--- src/rtl/ifetch_fill.sv ---
module ifetch_fill #(
  parameter int AW = 32,
  parameter int DW = 32,
  parameter int WORDS = 8,
  localparam int IW = $clog2(WORDS),
  localparam int OFS = $clog2(WORDS * DW / 8)
) (
  input  logic                clk,
  input  logic                rst_n,
  input  logic                fetch_req,
  input  logic [AW-1:0]       fetch_addr,
  input  logic                fetch_cacheable,
  input  logic                bus_busy,
  output logic                bus_req,
  output logic [AW-1:0]       bus_addr,
  input  logic                bus_ack,
  input  logic                bus_rdack,
  input  logic [DW-1:0]       bus_rdata,
  input  logic                bus_err,
  output logic                line_commit,
  output logic [AW-1:0]       line_addr,
  output logic [WORDS*DW-1:0] line_data,
  input  logic                exec_rd,
  input  logic [IW-1:0]       exec_idx,
  output logic                exec_valid,
  output logic [DW-1:0]       exec_word,
  output logic                mcheck
);

  typedef enum logic [1:0] {S_IDLE, S_REQ, S_DATA} state_t;

  state_t           state_q;
  logic             unlocked_q;
  logic [AW-1:0]    addr_q;
  logic             cach_q;
  logic [IW-1:0]    beat_q;
  logic [DW-1:0]    buf_q [WORDS];
  logic [WORDS-1:0] vld_q;
  logic [WORDS-1:0] err_q;
  logic             commit_q;
  logic             mchk_q;

  wire go   = (state_q == S_IDLE) && fetch_req && unlocked_q;
  wire take = (state_q == S_DATA) && bus_rdack;
  wire last = take && (beat_q == IW'(WORDS - 1));

  assign bus_req     = (state_q == S_REQ);
  assign bus_addr    = addr_q;
  assign line_addr   = addr_q;
  assign line_commit = commit_q;
  assign exec_valid  = vld_q[exec_idx];
  assign exec_word   = buf_q[exec_idx];
  assign mcheck      = mchk_q;

  for (genvar k = 0; k < WORDS; k++) begin : g_line
    assign line_data[k*DW +: DW] = buf_q[k];
  end

  always_ff @(posedge clk) begin
    if (!rst_n) begin
      state_q    <= S_IDLE;
      unlocked_q <= 1'b0;
      addr_q     <= '0;
      cach_q     <= 1'b0;
      beat_q     <= '0;
      vld_q      <= '0;
      err_q      <= '0;
      commit_q   <= 1'b0;
      mchk_q     <= 1'b0;
    end else begin
      if (!bus_busy) unlocked_q <= 1'b1;
      commit_q <= last && cach_q && !(|err_q) && !bus_err;
      mchk_q   <= exec_rd && vld_q[exec_idx] && err_q[exec_idx];
      case (state_q)
        S_IDLE: if (go) begin
          state_q <= S_REQ;
          addr_q  <= {fetch_addr[AW-1:OFS], {OFS{1'b0}}};
          cach_q  <= fetch_cacheable;
          vld_q   <= '0;
          err_q   <= '0;
          beat_q  <= '0;
        end
        S_REQ: if (bus_ack) state_q <= S_DATA;
        default: if (take) begin
          vld_q[beat_q] <= 1'b1;
          err_q[beat_q] <= bus_err;
          beat_q        <= beat_q + 1'b1;
          if (last) state_q <= S_IDLE;
        end
      endcase
    end
  end

  always_ff @(posedge clk) begin
    if (take) buf_q[beat_q] <= bus_rdata;
  end

  AST_REQ_LOCKED: assert property (@(posedge clk) disable iff (!rst_n)
    !unlocked_q |-> !bus_req);
  AST_REQ_HOLD: assert property (@(posedge clk) disable iff (!rst_n)
    bus_req && !bus_ack |=> bus_req && $stable(bus_addr));
  AST_COMMIT_CLEAN: assert property (@(posedge clk) disable iff (!rst_n)
    line_commit |-> (&vld_q) && !(|err_q));
  AST_COMMIT_PULSE: assert property (@(posedge clk) disable iff (!rst_n)
    line_commit |=> !line_commit);
  AST_MCHK_EXEC: assert property (@(posedge clk) disable iff (!rst_n)
    mcheck |-> $past(exec_rd));

endmodule

--- config.mk ---
export PLATFORM = sky130hd
export DESIGN_NAME = ifetch_fill
export DESIGN_NICKNAME = d
export VERILOG_FILES = /design/src/rtl/ifetch_fill.sv
export SDC_FILE = /design/constraint.sdc
export NUM_CORES = 1
export LEC_CHECK = 0
export ABC_AREA = 1
export BUFFER_PORTS_ARGS = -buffer_cell sky130_fd_sc_hd__buf_4
export CORE_AREA = 2 2 166 168
export CTS_BUF_LIST = sky130_fd_sc_hd__clkbuf_8
export CTS_CLUSTER_SIZE = 24
export DETAILED_ROUTE_END_ITERATION = 6
export DIE_AREA = 0 0 168 170
export PLACE_DENSITY = 0.84
export SYNTH_ARGS = -nofsm -noshare
export SYNTH_HDL_FRONTEND = slang
export SYNTH_SLANG_ARGS = --single-unit
export TNS_END_PERCENT = 1
--- constraint.sdc ---
create_clock -name clk -period 8.1 [get_ports clk]
set_input_delay 0.81 -clock clk [delete_from_list [all_inputs] [get_ports clk]]
set_output_delay 0.81 -clock clk [all_outputs]
set_load 0.01 [all_outputs]
==> reports/qor.yml <==
run_status:
  status: "finished with violations"
  violations: "design-rule violations"
floorplanning:
  dieArea_sq_mm: 0.02856
  die_h_microns: 170
  core.rowCount: 60
  coreArea_sq_mm: 0.02665
  die_width_microns: 168
  io_pins: 432
  initial_core_util_pct: 46.45
worst_setup_path:
  reg2regPathDepth: 4
  path_max_fanout: 80
  worst_setup_path_start_kind: "input pin"
  r2r_setup_slack_ns: 5.73
  timing.rr.start: "beat_q[0]$_SDFFE_PN0P_"
  crit_required_ns: 7.29
  crit_start: "exec_idx[0]"
  arrival_ns: 3.19
  end_kind: "output pin"
  crit_type: "in -> out"
  reg2reg_to: "buf_q[1][17]$_DFFE_PP_"
  endpoint: "exec_word[23]"
clocking:
  htreeDepth: 2
  cts_tree: "done"
  cts_sinks: 308
  cts-buffers-inserted: 50
  ctsLongestPathBuffers: 3
  clk_pin_slew_worst_paths_ns: 0.06
  postCtsResizedCells: 0
  cts_root_buf: "clkbuf_8"
  post_cts_buffers: 0
  cts_hold_buf: 0
  clock_latency_ns: 0.57
global_routing:
  grt_max_degree: 93
  grt_pass1_vias: 9989
  grt_usage_pct: 26.40
  antenna_found_initial: 0
  globalRouteOverflowTotal: 0
  grt_pass1_wl_microns: 57700
drt:
  drc_errors: 9
  drt-initial-drc-count: 1050
  wire_per_inst_microns: 21.24
  wirelength_microns: 39170
  viasPerCell: 5.528
  firstDrtPassIters: 7
  drtAntennaViolNets: 0
  num_vias: 10190
placed_design:
  routabilityCongestion: 0.8574
  hpwl_microns: 25160
  placed_cell_area_sq_mm: 0.01545
  dp_cells: 1752
  io_buffers: 416
  post-place-ws_ns: 4.187
layout:
  seq_area_sq_mm: 0.008728
  drive_above_1_share_pct: 34.13
  nNetsFinal: 1541
  final_area_sq_mm: 0.01641
  diodes: 0
  stdcell_count: 1844
  fill_cells: 2019
  multi_input_area_sq_mm: 0.002954
  area_growth_pct: 32.54
worst_hold_path:
  hold_class: "in -> reg"
  hp-start: "bus_busy"
logic_synthesis:
  ys_ff_latch: 308
  synth_cells: 1075
  yosysTopAreaCell: "edfxtp_1"
  ys_types: 30
  synth_warnings: 0
  synthesis.area_sq_mm: 0.01238
  ys_top_cells_by_area: "edfxtp_1 62%, dfxtp_1 8.4%, nor2_1 5.9%, o21ai_0 5.4%, nand2_1 4.3%"
  ys_seq_area_share_pct: 70.51
  syn_avg_cell_area_sq_um: 11.51
  netlist.area_leader.share_pct: 62.10
sta:
  hold_viol: 0
  setup_viol: 0
  worst_slack_ns: 4.099
  period_needed_ns: 4.001
  maxSlewViolCount: 0
  period_share_pct: 49.40
  relSlewSlack_pct: 31.25
  clock_skew_ns: 0.03329
  setup_tns_ns: 0
  max_freq_ghz: 0.2499
  tightest_slew_ns: 1.030
  rsz0062_at_grt: "no"
flow_run:
  max_cap_violations: 0
power:
  p_per_area_mw_per_mm2: 200.6
  ir_drop_mv: 0.1401
  p_leak_uw: 0.006609
  total_power_uw: 3290
==> Yosys cell counts <==
master    instances
inv_4             1
nor2_2            1
a21oi_1          17
nor2_4            1
buf_6            10
buf_1             5
ha_1              2
a22oi_1           2
edfxtp_1        256
nor3_1            9
nand3_4           1
nand2_4           1
inv_1            27
buf_4            42
nand2_1         142
nand2_2           2
nand3_1          21
buf_2            20
o22ai_1          65
clkinv_1          1
nor2_1          196
nor4_1            4
and2_0            1
dfxtp_1          52
o21ai_0         134
inv_2             3
clkbuf_1         25
o21ai_1          28
nand4_1           5
conb_1            1
==> metrics by stage <==
step                      util [%]  hold WS (ns)
after floorplan                  -        0.4257
after global placement       57.98        0.4355
after detailed placement     57.98        0.4396
after CTS                    61.56        0.3961
after global routing         61.56        0.4062
final                        61.56        0.4311
==> critical path, stage by stage <==
cell	delay, ns
buf_4	0.26
inv_4	0.49
buf_4	0.75
o21ai_0	0.20
o22ai_1	0.20
nand2_1	0.09
nand2_1	0.09
buf_4	0.12
==> logic make-up (layout without fill, tap and decap cells) <==
kind of cell | count (synthesis) | after routing | share of synthesized area, %
AND/OR/NAND/NOR | 384 | 384 | 12.44
flip-flops | 308 | 308 | 70.51
AO/OA/AOI/OAI | 246 | 246 | 10.64
buffers and inverters | 134 | 553 | 6.166
adder cells (fa/ha/maj) | 2 | 2 | 0.2021
other | 1 | 10 | 0.03030
==> layout by cell type (no fill, tap or decap), types with 2 or more instances in the layout <==
master	Yosys	final
bufinv_16	0	2
clkinv_2	0	6
nor2_4	1	3
dfxtp_1	52	52
clkinv_1	1	7
edfxtp_1	256	256
a21oi_1	17	17
clkbuf_8	0	52
nand3_1	21	21
nand2_2	2	2
buf_4	42	429
nor4_2	0	3
o21ai_0	134	134
nand4_1	5	5
nand2_1	142	142
inv_1	27	44
conb_1	1	10
a22oi_1	2	2
clkinvlp_4	0	4
o21ai_1	28	28
nor3_1	9	9
nor2_1	196	194
o22ai_1	65	65
ha_1	2	2
inv_2	3	6
==> layer usage <==
metal | GRT usage, % | wire length (microns) | up-vias
li1 | - | - | 4540
met1 | 31.80 | 14340 | 4827
met2 | 44.83 | 19050 | 691
met3 | 7.419 | 4218 | 135
met4 | 11.15 | 1554 | 0
met5 | 0 | 0 | -
==> layout make-up <==
type,instances,area share (%)
Inverter,32,0.7474
Multi-Input combinational cell,642,18.01
Clock inverter,40,1.449
Timing Repair Buffer,429,19.63
Tap cell,341,2.601
Clock buffer,52,4.362
Sequential cell,308,53.20
==> registers in the layout, indices dropped and copies added, names as in the netlist <==
name / cells
cach_q: 1
line_commit: 1
beat_q: 3
err_q: 8
state_q: 2
unlocked_q: 1
vld_q: 8
mcheck: 1
buf_q: 256
bus_addr: 27
==> power by group <==
group,internal [uW],total (uW),switching [uW]
Sequential,1730,1740,11.8
Combinational,105,268,163
Clock,665,1280,618
Total,2500,3290,793
==> worst min path at each step <==
stage / end / slack (ns) / cells past startpoint
after floorplan: unlocked_q$_SDFFE_PN0N_ / 0.43 / 2
after global placement: unlocked_q$_SDFFE_PN0N_ / 0.44 / 2
final: unlocked_q$_SDFFE_PN0N_ / 0.43 / 2
after global routing: unlocked_q$_SDFFE_PN0N_ / 0.41 / 2
after detailed placement: unlocked_q$_SDFFE_PN0N_ / 0.44 / 2
after CTS: unlocked_q$_SDFFE_PN0N_ / 0.40 / 2
Power figures use the tool's default switching activity.
